--- src/rtl/sd_raster_pkg.sv ---
package sd_raster_pkg;
  localparam int unsigned HW = 10;
  localparam int unsigned VW = 10;

  typedef struct packed {
    logic std625;
    logic square;
  } mode_t;

  typedef struct packed {
    logic [HW-1:0] h_tot;
    logic [HW-1:0] h_start;
    logic [VW-1:0] v_tot;
    logic [VW-1:0] f2;
    logic [VW-1:0] a1s;
    logic [VW-1:0] a1e;
    logic [VW-1:0] a2s;
    logic [VW-1:0] a2e;
  } timing_t;

  typedef struct packed {
    logic hsync;
    logic vsync;
    logic blank;
    logic field;
    logic active;
  } flags_t;
endpackage

--- src/rtl/sd_mode_table.sv ---
module sd_mode_table
  import sd_raster_pkg::*;
#(
  parameter int P525R_TOT = 858,
  parameter int P525R_ACT = 720,
  parameter int P525S_TOT = 780,
  parameter int P525S_ACT = 640,
  parameter int P625R_TOT = 864,
  parameter int P625R_ACT = 720,
  parameter int P625S_TOT = 944,
  parameter int P625S_ACT = 768,
  parameter int L525_TOT  = 525,
  parameter int L525_F2   = 263,
  parameter int L525_A1S  = 23,
  parameter int L525_A1E  = 262,
  parameter int L525_A2S  = 285,
  parameter int L525_A2E  = 524,
  parameter int L625_TOT  = 625,
  parameter int L625_F2   = 311,
  parameter int L625_A1S  = 23,
  parameter int L625_A1E  = 310,
  parameter int L625_A2S  = 336,
  parameter int L625_A2E  = 623
) (
  input  mode_t   mode_i,
  output timing_t tim_o
);
  always_comb begin
    if (mode_i.std625) begin
      tim_o.v_tot = VW'(L625_TOT);
      tim_o.f2    = VW'(L625_F2);
      tim_o.a1s   = VW'(L625_A1S);
      tim_o.a1e   = VW'(L625_A1E);
      tim_o.a2s   = VW'(L625_A2S);
      tim_o.a2e   = VW'(L625_A2E);
    end else begin
      tim_o.v_tot = VW'(L525_TOT);
      tim_o.f2    = VW'(L525_F2);
      tim_o.a1s   = VW'(L525_A1S);
      tim_o.a1e   = VW'(L525_A1E);
      tim_o.a2s   = VW'(L525_A2S);
      tim_o.a2e   = VW'(L525_A2E);
    end
    case ({mode_i.std625, mode_i.square})
      2'b00: begin
        tim_o.h_tot   = HW'(P525R_TOT);
        tim_o.h_start = HW'(P525R_TOT - P525R_ACT);
      end
      2'b01: begin
        tim_o.h_tot   = HW'(P525S_TOT);
        tim_o.h_start = HW'(P525S_TOT - P525S_ACT);
      end
      2'b10: begin
        tim_o.h_tot   = HW'(P625R_TOT);
        tim_o.h_start = HW'(P625R_TOT - P625R_ACT);
      end
      default: begin
        tim_o.h_tot   = HW'(P625S_TOT);
        tim_o.h_start = HW'(P625S_TOT - P625S_ACT);
      end
    endcase
  end
endmodule

--- src/rtl/sd_pos_counter.sv ---
module sd_pos_counter
  import sd_raster_pkg::*;
(
  input  logic          clk_i,
  input  logic          rst_ni,
  input  logic          pix_en_i,
  input  mode_t         mode_i,
  input  logic [HW-1:0] h_tot_i,
  input  logic [VW-1:0] v_tot_i,
  output logic [HW-1:0] h_o,
  output logic [VW-1:0] v_o,
  output logic [HW-1:0] h_n_o,
  output logic [VW-1:0] v_n_o,
  output mode_t         mode_n_o
);
  logic [HW-1:0] h_q, h_tot_q;
  logic [VW-1:0] v_q, v_tot_q;
  mode_t         mode_q;
  logic          last_h, frame_start;

  assign last_h      = (h_q == h_tot_q - HW'(1));
  assign frame_start = (v_q == '0) || (last_h && v_q == v_tot_q);
  assign mode_n_o    = frame_start ? mode_i : mode_q;

  always_comb begin
    if (frame_start) begin
      h_n_o = '0;
      v_n_o = VW'(1);
    end else if (last_h) begin
      h_n_o = '0;
      v_n_o = v_q + VW'(1);
    end else begin
      h_n_o = h_q + HW'(1);
      v_n_o = v_q;
    end
  end

  // line and frame totals latch with the mode at frame start
  always_ff @(posedge clk_i or negedge rst_ni) begin
    if (!rst_ni) begin
      h_q     <= '0;
      v_q     <= '0;
      h_tot_q <= '0;
      v_tot_q <= '0;
      mode_q  <= '0;
    end else if (pix_en_i) begin
      h_q    <= h_n_o;
      v_q    <= v_n_o;
      mode_q <= mode_n_o;
      if (frame_start) begin
        h_tot_q <= h_tot_i;
        v_tot_q <= v_tot_i;
      end
    end
  end

  assign h_o = h_q;
  assign v_o = v_q;

  AST_HOLD_NO_EN: assert property (@(posedge clk_i) disable iff (!rst_ni)
    !pix_en_i |=> ($stable(h_q) && $stable(v_q)));
  AST_H_IN_LINE: assert property (@(posedge clk_i) disable iff (!rst_ni)
    (v_q != '0) |-> (h_q < h_tot_q));
  AST_V_IN_FRAME: assert property (@(posedge clk_i) disable iff (!rst_ni)
    v_q <= v_tot_q || v_q == '0);
  AST_MODE_AT_START: assert property (@(posedge clk_i) disable iff (!rst_ni)
    !$stable(mode_q) |-> (h_q == '0 && v_q == VW'(1)));
endmodule

--- src/rtl/sd_sync_decode.sv ---
module sd_sync_decode
  import sd_raster_pkg::*;
#(
  parameter int HSYNC_LEN   = 64,
  parameter int VSYNC_LINES = 3
) (
  input  logic [HW-1:0] h_i,
  input  logic [VW-1:0] v_i,
  input  logic [HW-1:0] h_start_i,
  input  logic [VW-1:0] f2_i,
  input  logic [VW-1:0] a1s_i,
  input  logic [VW-1:0] a1e_i,
  input  logic [VW-1:0] a2s_i,
  input  logic [VW-1:0] a2e_i,
  output flags_t        flags_o
);
  logic h_act, v_act, second;

  assign h_act  = (h_i >= h_start_i);
  assign v_act  = (v_i >= a1s_i && v_i <= a1e_i) || (v_i >= a2s_i && v_i <= a2e_i);
  assign second = (v_i >= f2_i);

  always_comb begin
    flags_o.hsync  = (h_i < HW'(HSYNC_LEN));
    flags_o.vsync  = second ? (v_i < f2_i + VW'(VSYNC_LINES))
                            : (v_i <= VW'(VSYNC_LINES));
    flags_o.field  = second;
    flags_o.active = h_act && v_act;
    flags_o.blank  = !(h_act && v_act);
  end
endmodule

--- src/rtl/sd_raster_gen.sv ---
module sd_raster_gen
  import sd_raster_pkg::*;
#(
  parameter int P525R_TOT   = 858,
  parameter int P525R_ACT   = 720,
  parameter int P525S_TOT   = 780,
  parameter int P525S_ACT   = 640,
  parameter int P625R_TOT   = 864,
  parameter int P625R_ACT   = 720,
  parameter int P625S_TOT   = 944,
  parameter int P625S_ACT   = 768,
  parameter int L525_TOT    = 525,
  parameter int L525_F2     = 263,
  parameter int L525_A1S    = 23,
  parameter int L525_A1E    = 262,
  parameter int L525_A2S    = 285,
  parameter int L525_A2E    = 524,
  parameter int L625_TOT    = 625,
  parameter int L625_F2     = 311,
  parameter int L625_A1S    = 23,
  parameter int L625_A1E    = 310,
  parameter int L625_A2S    = 336,
  parameter int L625_A2E    = 623,
  parameter int HSYNC_LEN   = 64,
  parameter int VSYNC_LINES = 3
) (
  input  logic                         clk_i,
  input  logic                         rst_ni,
  input  logic                         pix_en_i,
  input  logic                         std625_i,
  input  logic                         square_i,
  output logic [sd_raster_pkg::HW-1:0] h_o,
  output logic [sd_raster_pkg::VW-1:0] v_o,
  output logic                         hsync_o,
  output logic                         vsync_o,
  output logic                         blank_o,
  output logic                         field_o,
  output logic                         active_o
);
  mode_t         mode_in, mode_n;
  timing_t       tim;
  logic [HW-1:0] h_n;
  logic [VW-1:0] v_n;
  flags_t        flags_n, flags_q;

  assign mode_in = '{std625: std625_i, square: square_i};

  sd_mode_table #(
    .P525R_TOT(P525R_TOT), .P525R_ACT(P525R_ACT),
    .P525S_TOT(P525S_TOT), .P525S_ACT(P525S_ACT),
    .P625R_TOT(P625R_TOT), .P625R_ACT(P625R_ACT),
    .P625S_TOT(P625S_TOT), .P625S_ACT(P625S_ACT),
    .L525_TOT(L525_TOT), .L525_F2(L525_F2),
    .L525_A1S(L525_A1S), .L525_A1E(L525_A1E),
    .L525_A2S(L525_A2S), .L525_A2E(L525_A2E),
    .L625_TOT(L625_TOT), .L625_F2(L625_F2),
    .L625_A1S(L625_A1S), .L625_A1E(L625_A1E),
    .L625_A2S(L625_A2S), .L625_A2E(L625_A2E)
  ) u_table (
    .mode_i (mode_n),
    .tim_o  (tim)
  );

  sd_pos_counter u_cnt (
    .clk_i    (clk_i),
    .rst_ni   (rst_ni),
    .pix_en_i (pix_en_i),
    .mode_i   (mode_in),
    .h_tot_i  (tim.h_tot),
    .v_tot_i  (tim.v_tot),
    .h_o      (h_o),
    .v_o      (v_o),
    .h_n_o    (h_n),
    .v_n_o    (v_n),
    .mode_n_o (mode_n)
  );

  sd_sync_decode #(
    .HSYNC_LEN  (HSYNC_LEN),
    .VSYNC_LINES(VSYNC_LINES)
  ) u_dec (
    .h_i       (h_n),
    .v_i       (v_n),
    .h_start_i (tim.h_start),
    .f2_i      (tim.f2),
    .a1s_i     (tim.a1s),
    .a1e_i     (tim.a1e),
    .a2s_i     (tim.a2s),
    .a2e_i     (tim.a2e),
    .flags_o   (flags_n)
  );

  // flags decoded from the next position so they line up with the counters
  always_ff @(posedge clk_i or negedge rst_ni) begin
    if (!rst_ni) flags_q <= flags_t'(5'b00100);
    else if (pix_en_i) flags_q <= flags_n;
  end

  assign hsync_o  = flags_q.hsync;
  assign vsync_o  = flags_q.vsync;
  assign blank_o  = flags_q.blank;
  assign field_o  = flags_q.field;
  assign active_o = flags_q.active;

  AST_IDLE_BLANK: assert property (@(posedge clk_i) disable iff (!rst_ni)
    (v_o == '0) |-> (blank_o && !active_o && !hsync_o && !vsync_o));
  AST_HSYNC_BLANKED: assert property (@(posedge clk_i) disable iff (!rst_ni)
    hsync_o |-> blank_o);
  AST_VSYNC_BLANKED: assert property (@(posedge clk_i) disable iff (!rst_ni)
    vsync_o |-> blank_o);
  AST_FIELD_ON_LINE: assert property (@(posedge clk_i) disable iff (!rst_ni)
    !$stable(field_o) |-> (h_o == '0));
  AST_FIELD_RESTART: assert property (@(posedge clk_i) disable iff (!rst_ni)
    $fell(field_o) |-> (v_o == VW'(1)));
endmodule

--- config.mk ---
export PLATFORM = sky130hd
export DESIGN_NAME = sd_raster_gen
export DESIGN_NICKNAME = d
export VERILOG_FILES = /design/src/rtl/sd_raster_pkg.sv /design/src/rtl/sd_mode_table.sv /design/src/rtl/sd_pos_counter.sv /design/src/rtl/sd_sync_decode.sv /design/src/rtl/sd_raster_gen.sv
export SDC_FILE = /design/constraint.sdc
export NUM_CORES = 1
export LEC_CHECK = 0
export BUFFER_PORTS_ARGS = -buffer_cell sky130_fd_sc_hd__buf_2
export CAP_MARGIN = 20
export CORE_MARGIN = 2
export CORE_UTILIZATION = 58
export DETAILED_ROUTE_END_ITERATION = 16
export PLACE_DENSITY = 0.78
export SYNTH_ARGS = -nofsm -noshare
export SYNTH_HDL_FRONTEND = slang
export SYNTH_SLANG_ARGS = --single-unit
--- constraint.sdc ---
create_clock -name clk_i -period 6.87 [get_ports clk_i]
set_clock_uncertainty 0.1 [all_clocks]
set_input_delay 0.687 -clock clk_i [delete_from_list [all_inputs] [get_ports clk_i]]
set_output_delay 0.687 -clock clk_i [all_outputs]
set_load 0.01 [all_outputs]
== Yosys cells after proc, flatten, opt, wreduce, memory -nomap -nowiden ==
Index checks and enable logic that the tools add are counted.
Operators by class
  shift-type cells: 0
  bitwise gates (word level): 0
  multiply operators: 0
  order comparisons: 9
  eq/ne operators: 4
  div/mod/pow operators: 0
  add/sub/neg operators: 4
  reductions and logical operators: 10
  multiplexer cells: 8
Operators by type and width (number)
  $mux W57: 1
  $pmux W18 S3: 1
  $ge A10 B10 Y1: 4
  $mux W10: 4
  $add A10 B1 Y10 const B: 2
  $eq A10 B10 Y1: 2
  $le A10 B10 Y1: 2
  $add A10 B2 Y10 const B: 1
  $le A10 B2 Y1 const B: 1
  $logic_not A10 Y1: 1
  $lt A10 B10 Y1: 1
  $lt A10 B7 Y1 const B: 1
  $sub A10 B1 Y10 const B: 1
  $logic_and A1 B1 Y1: 4
  $eq A2 B1 Y1 const B: 1
  $eq A2 B2 Y1 const B: 1
  $logic_not A2 Y1: 1
  $logic_or A1 B1 Y1: 2
  $mux W2: 1
  $reduce_and A2 Y1: 1
  $logic_not A1 Y1: 1
  $mux W1: 1
Word-level totals
  bits in registers: 47
  logic and storage cells: 46
  bits in read-only memories: 0
  output and inout bits: 25
  bits in writable memories: 0
  latch bits: 0
  memories: 0
  bits of input ports: 5

== Longest topological paths before layout ==
  depth after elaboration: 11
  mapped depth: 22

== By module ==
Synthesis repeated with hierarchy kept, for this count alone.
Unflattened totals
  cells, all modules: 645
  area total of the unflattened synthesis: 5592.9 µm²
By module, submodules not included
  sd_pos_counter: cells an instance 305, instances 1, area each 2907.8 µm², seq. area each 1051.0 µm²
  sd_sync_decode: cells an instance 245, instances 1, area each 1858.0 µm², seq. area each 0.0 µm²
  sd_mode_table: cells an instance 85, instances 1, area each 644.4 µm², seq. area each 0.0 µm²
  sd_raster_gen: cells an instance 10, instances 1, area each 182.7 µm², seq. area each 126.4 µm²

== Worst setup path after synthesis ==
OpenSTA, ideal clock, no wires.
  path kind: flip-flop to flip-flop
  start point: register u_cnt.h_tot_q[1]
  end point: register flags_q, in the netlist blank_o
  cell stages (with the launch flop): 23
  data arrival time: 4.642 ns
  period minus slack after synthesis: 4.802 ns
  path slack: 2.068 ns
  buffers on the path: 2
  cells stage by stage: dfrtp_1 inv_1 ha_1 nor3b_2 nor2b_1 or4_4 and3_4 buf_6 clkbuf_1 nor2_1 a21o_1 mux2_2 inv_1 ha_1 inv_1 ha_1 a21o_1 a21o_1 a21oi_1 o311ai_0 o211a_1 o21ai_0 o221a_2
RTL lines
  start, declared: RTL line sd_pos_counter.sv:16  | logic [HW-1:0] h_q, h_tot_q;
  start signal, assigned: RTL line sd_pos_counter.sv:51  | h_tot_q <= h_tot_i;
  end signal, assigned: RTL line sd_raster_gen.sv:95  | if (!rst_ni) flags_q <= flags_t'(5'b00100);
  end signal, assigned: RTL line sd_raster_gen.sv:96  | else if (pix_en_i) flags_q <= flags_n;
  end, declared: RTL line sd_raster_gen.sv:44  | flags_t flags_n, flags_q;

==> summary.md <==
| Metric | Value |
|---|---|
| Number of antenna-violating nets in the routed design | 0 |
| Drt total wl | 7970 um |
| Insertion delay of the later-clocked pin in the worst-skew pair | 0.29 ns |
| DRC violation count after routing | 0 |
| Clock tree root buffer cell | clkbuf_8 |
| Cell area after synthesis | 0.00310 mm^2 |
| Internal | 0.000539 W |
| Area of the core | 0.00514 mm^2 |
| Main synth FF type | dfrtp_1 |
| Detailed Place HPWL | 6030 um |
| Post-Syn Instances | 373 |
| Port Buffer Count | 29 |
| Final setup violation count | 0 |
| Max rail drop VDD | 0.000185 V |
| Boundary Pins | 30 |
| Synth area leaders | dfrtp_1 28%, ha_1 8.1%, nand2_1 5.6% |
| Final worst path period need | 5.28 ns |
| Standard-cell row count | 26 |
| Hold-fix buffer count after cts | 0 |
| Largest net degree at the start of global routing | 40 |
| Clk sinks | 36 |
| Number of buffers between clock root and the deepest sink | 2 |
| Setup_tns | 0 ns |
| Fmax | 0.189 GHz |
| Standard cell area after detailed placement | 0.00325 mm^2 |
| Worst-case headroom to the max-slew limit | 0.461 |
| Total count of max-transition violations in the final report | 0 |
| Min setup slack post-route | 1.59 ns |
| Power density over cell area | 294 mW/mm^2 |
| Die H | 77.1 um |
| Number of clock buffers inserted by TritonCTS | 5 |
| Share of synthesized flip-flops with an asynchronous set or reset | 1.00 |
| CP Launch Type | flop |
| Yosys Warn Count | 0 |
| Proportion of netlist area held by the largest area contributor | 0.282 |
| Worst-path maximum fanout | 17 |
| Seq cells post-synth | 36 |
| Routed len/inst | 17.4 um |
| WP data required | 6.92 ns |
| Net Count, Synth | 398 |
| Transition time of the tightest slew-check pin | 0.808 ns |
| Die area | 0.00595 mm^2 |
| Top-count cell post-synth | nand2_1 |
| Die Span X | 77.1 um |
| Period Utilization, post-route | 0.769 |
| HP Class | input pin to async pin |
| Switching Power | 0.000440 W |
| Nets | 413 |
| Footprint of the flip-flops and latches | 902 um^2 |
| Initial antenna violation count | 0 |
| Unrepaired setup endpoints after global routing | no |
| Cts repair resizes | 0 |
| Result of the run | finished, final reports clean |
| Number of global-route vias before repair | 2721 |
| H-tree levels | 2 |
| Area used by multi-input combinational logic | 0.00203 mm^2 |
| Starting density of the core | 0.603 |
| Fin area | 0.00334 mm^2 |
| GRT Total Usage | 0.285 |
| Kind of critical path | flop to flop |
| First-pass GRT wire length | 13600 um |
| Max Cap Viol | 0 |
| Layout overhead on the synthesized area | 7.59% |
| Number of setup buffers added after CTS | 0 |
| Hold Violations, Final | 0 |
| Number of diodes | 0 |
| Proportion of layout cells with a drive suffix above 1 | 0.172 |
| Static Leak | 1.49 nW |
| Weighted congestion at the end of routability-driven global placement | 0.913 |
| GRT overflow | 0 |
| Clock slew at the register clock pins of the worst setup and hold paths | 0.08 ns |
| Post-synth cell types | 64 |
| Kind of capture point of the worst setup path | flop |
| Vias per std cell | 6.33 |
| Switching power share of the total | 0.450 |
| Portion of total power attributed to the clock network | 0.154 |
| First-pass detailed-route iteration total | 5 |
| Cell taking the most area after synthesis | dfrtp_1 |
| Worst slack, placed | 1.70 ns |
| Post-synth EDFFs | 0 |
| Via count | 2906 |
| Post-synthesis area per instance | 8.31 um^2 |
| TritonCTS clock tree | done |
| Part of the total power dissipated in combinational logic | 0.489 |
| Arrival time of data at the critical path endpoint | 5.33 ns |
| Commonest cells in the netlist | 46 x nand2_1, 35 x dfrtp_1, 32 x nor2_1 |
| Sequential share of power | 0.357 |
| Number of fill cells in the layout | 473 |
| First-iteration detailed-routing DRC count | 366 |
| Sequential cell area fraction in the yosys report | 0.291 |
==> critical path, stage by stage (launching register included) <==
cell and delay, ns:
dfrtp_1 0.47, inv_1 0.09, ha_1 0.24, nor3b_2 0.22, and3_1 0.20, nor4_1 0.54
nand3_1 0.14, buf_4 0.22, nor2_1 0.31, a21o_1 0.29, mux2_2 0.43, inv_1 0.25
ha_1 0.26, inv_1 0.06, ha_1 0.18, a21o_1 0.17, a21o_1 0.16, a21oi_1 0.13
o311ai_0 0.15, o211a_1 0.28, o21ai_0 0.12, o221ai_1 0.14
==> power by group through the flow <==
stage / clock (W) / sequential (W) / combinational (W)
after floorplan: 0 / 0.000332 / 0.000364
after global placement: 0 / 0.000349 / 0.000467
after detailed placement: 0 / 0.000351 / 0.000475
after global routing: 0.000163 / 0.000359 / 0.000538
final: 0.000151 / 0.000350 / 0.000479
after CTS: 0.000157 / 0.000347 / 0.000477
==> flip-flops by register name, indices dropped and copies added, names as in the netlist <==
signal         cells
blank_o            1
u_cnt.h_o         10
u_cnt.h_tot_q      8
u_cnt.v_tot_q      1
vsync_o            1
u_cnt.v_o         10
field_o            1
active_o           1
hsync_o            1
u_cnt.mode_q       2
==> through the flow <==
step                utilization  total power [W]  cells  hold WS [ns]
floorplan                     -         0.000696    373         0.291
global placement          0.632         0.000816    451         0.363
detailed placement        0.632         0.000825    451         0.370
CTS                       0.649         0.000981    459         0.393
global route              0.649          0.00106    459         0.427
finish                    0.649         0.000980    459         0.377
==> layout make-up <==
type                    count  share of cell area
well taps                  70              0.0263
flip-flops and latches     36               0.270
clock buffers               5              0.0206
inverters                  20              0.0225
multi-input cells         295               0.609
repair buffers             30              0.0458
clock inverters             3             0.00563
==> cell usage in the layout, fill, tap and decap left out, types with 7 or more instances in the layout <==
cell type  count
ha_1          20
o21ai_0       17
dfrtp_1       35
buf_2         29
nor3_1        12
nand2_1       46
mux2_2        12
a21oi_1       15
xnor2_1       17
nor2_1        32
o31ai_1        7
nand3_1       14
and3_1        10
inv_1         20
==> logic make-up (layout without fill, tap and decap cells) <==
family	after synthesis	after routing	synth area share
and+or+nand+nor	149	149	0.250
AOI/OAI and AO/OA	89	89	0.208
buffers and inverters	42	58	0.0541
DFF	36	36	0.291
xor gates and xnor gates	21	21	0.0593
adders and majority gates	20	20	0.0807
muxes	16	16	0.0569
==> per-layer routing <==
| metal | GRT usage | share of wire |
|---|---|---|
| met2 | 0.437 | 0.44 |
| met1 | 0.406 | 0.46 |
| met4 | 0.0661 | 0.012 |
| met5 | 0 | 0 |
| met3 | 0.0718 | 0.084 |
==> path summary, 6_finish.rpt <==
path / from / slack, ns / depth (start not counted) / end
max: u_cnt.h_tot_q[1]$_DFFE_PN0P_ / 1.59 / 21 / active_o$_DFFE_PN0P_
max reg2reg: u_cnt.h_tot_q[1]$_DFFE_PN0P_ / 1.59 / 21 / active_o$_DFFE_PN0P_
min reg2reg: u_cnt.mode_q[0]$_DFFE_PN0P_ / 0.39 / 2 / u_cnt.mode_q[0]$_DFFE_PN0P_
max in group asynchronous: rst_ni / 5.78 / 1 / u_cnt.mode_q[0]$_DFFE_PN0P_
min in group clk_i: u_cnt.mode_q[0]$_DFFE_PN0P_ / 0.39 / 2 / u_cnt.mode_q[0]$_DFFE_PN0P_
min: rst_ni / 0.38 / 1 / u_cnt.h_o[0]$_DFFE_PN0P_
Power figures use the tool's default switching activity.
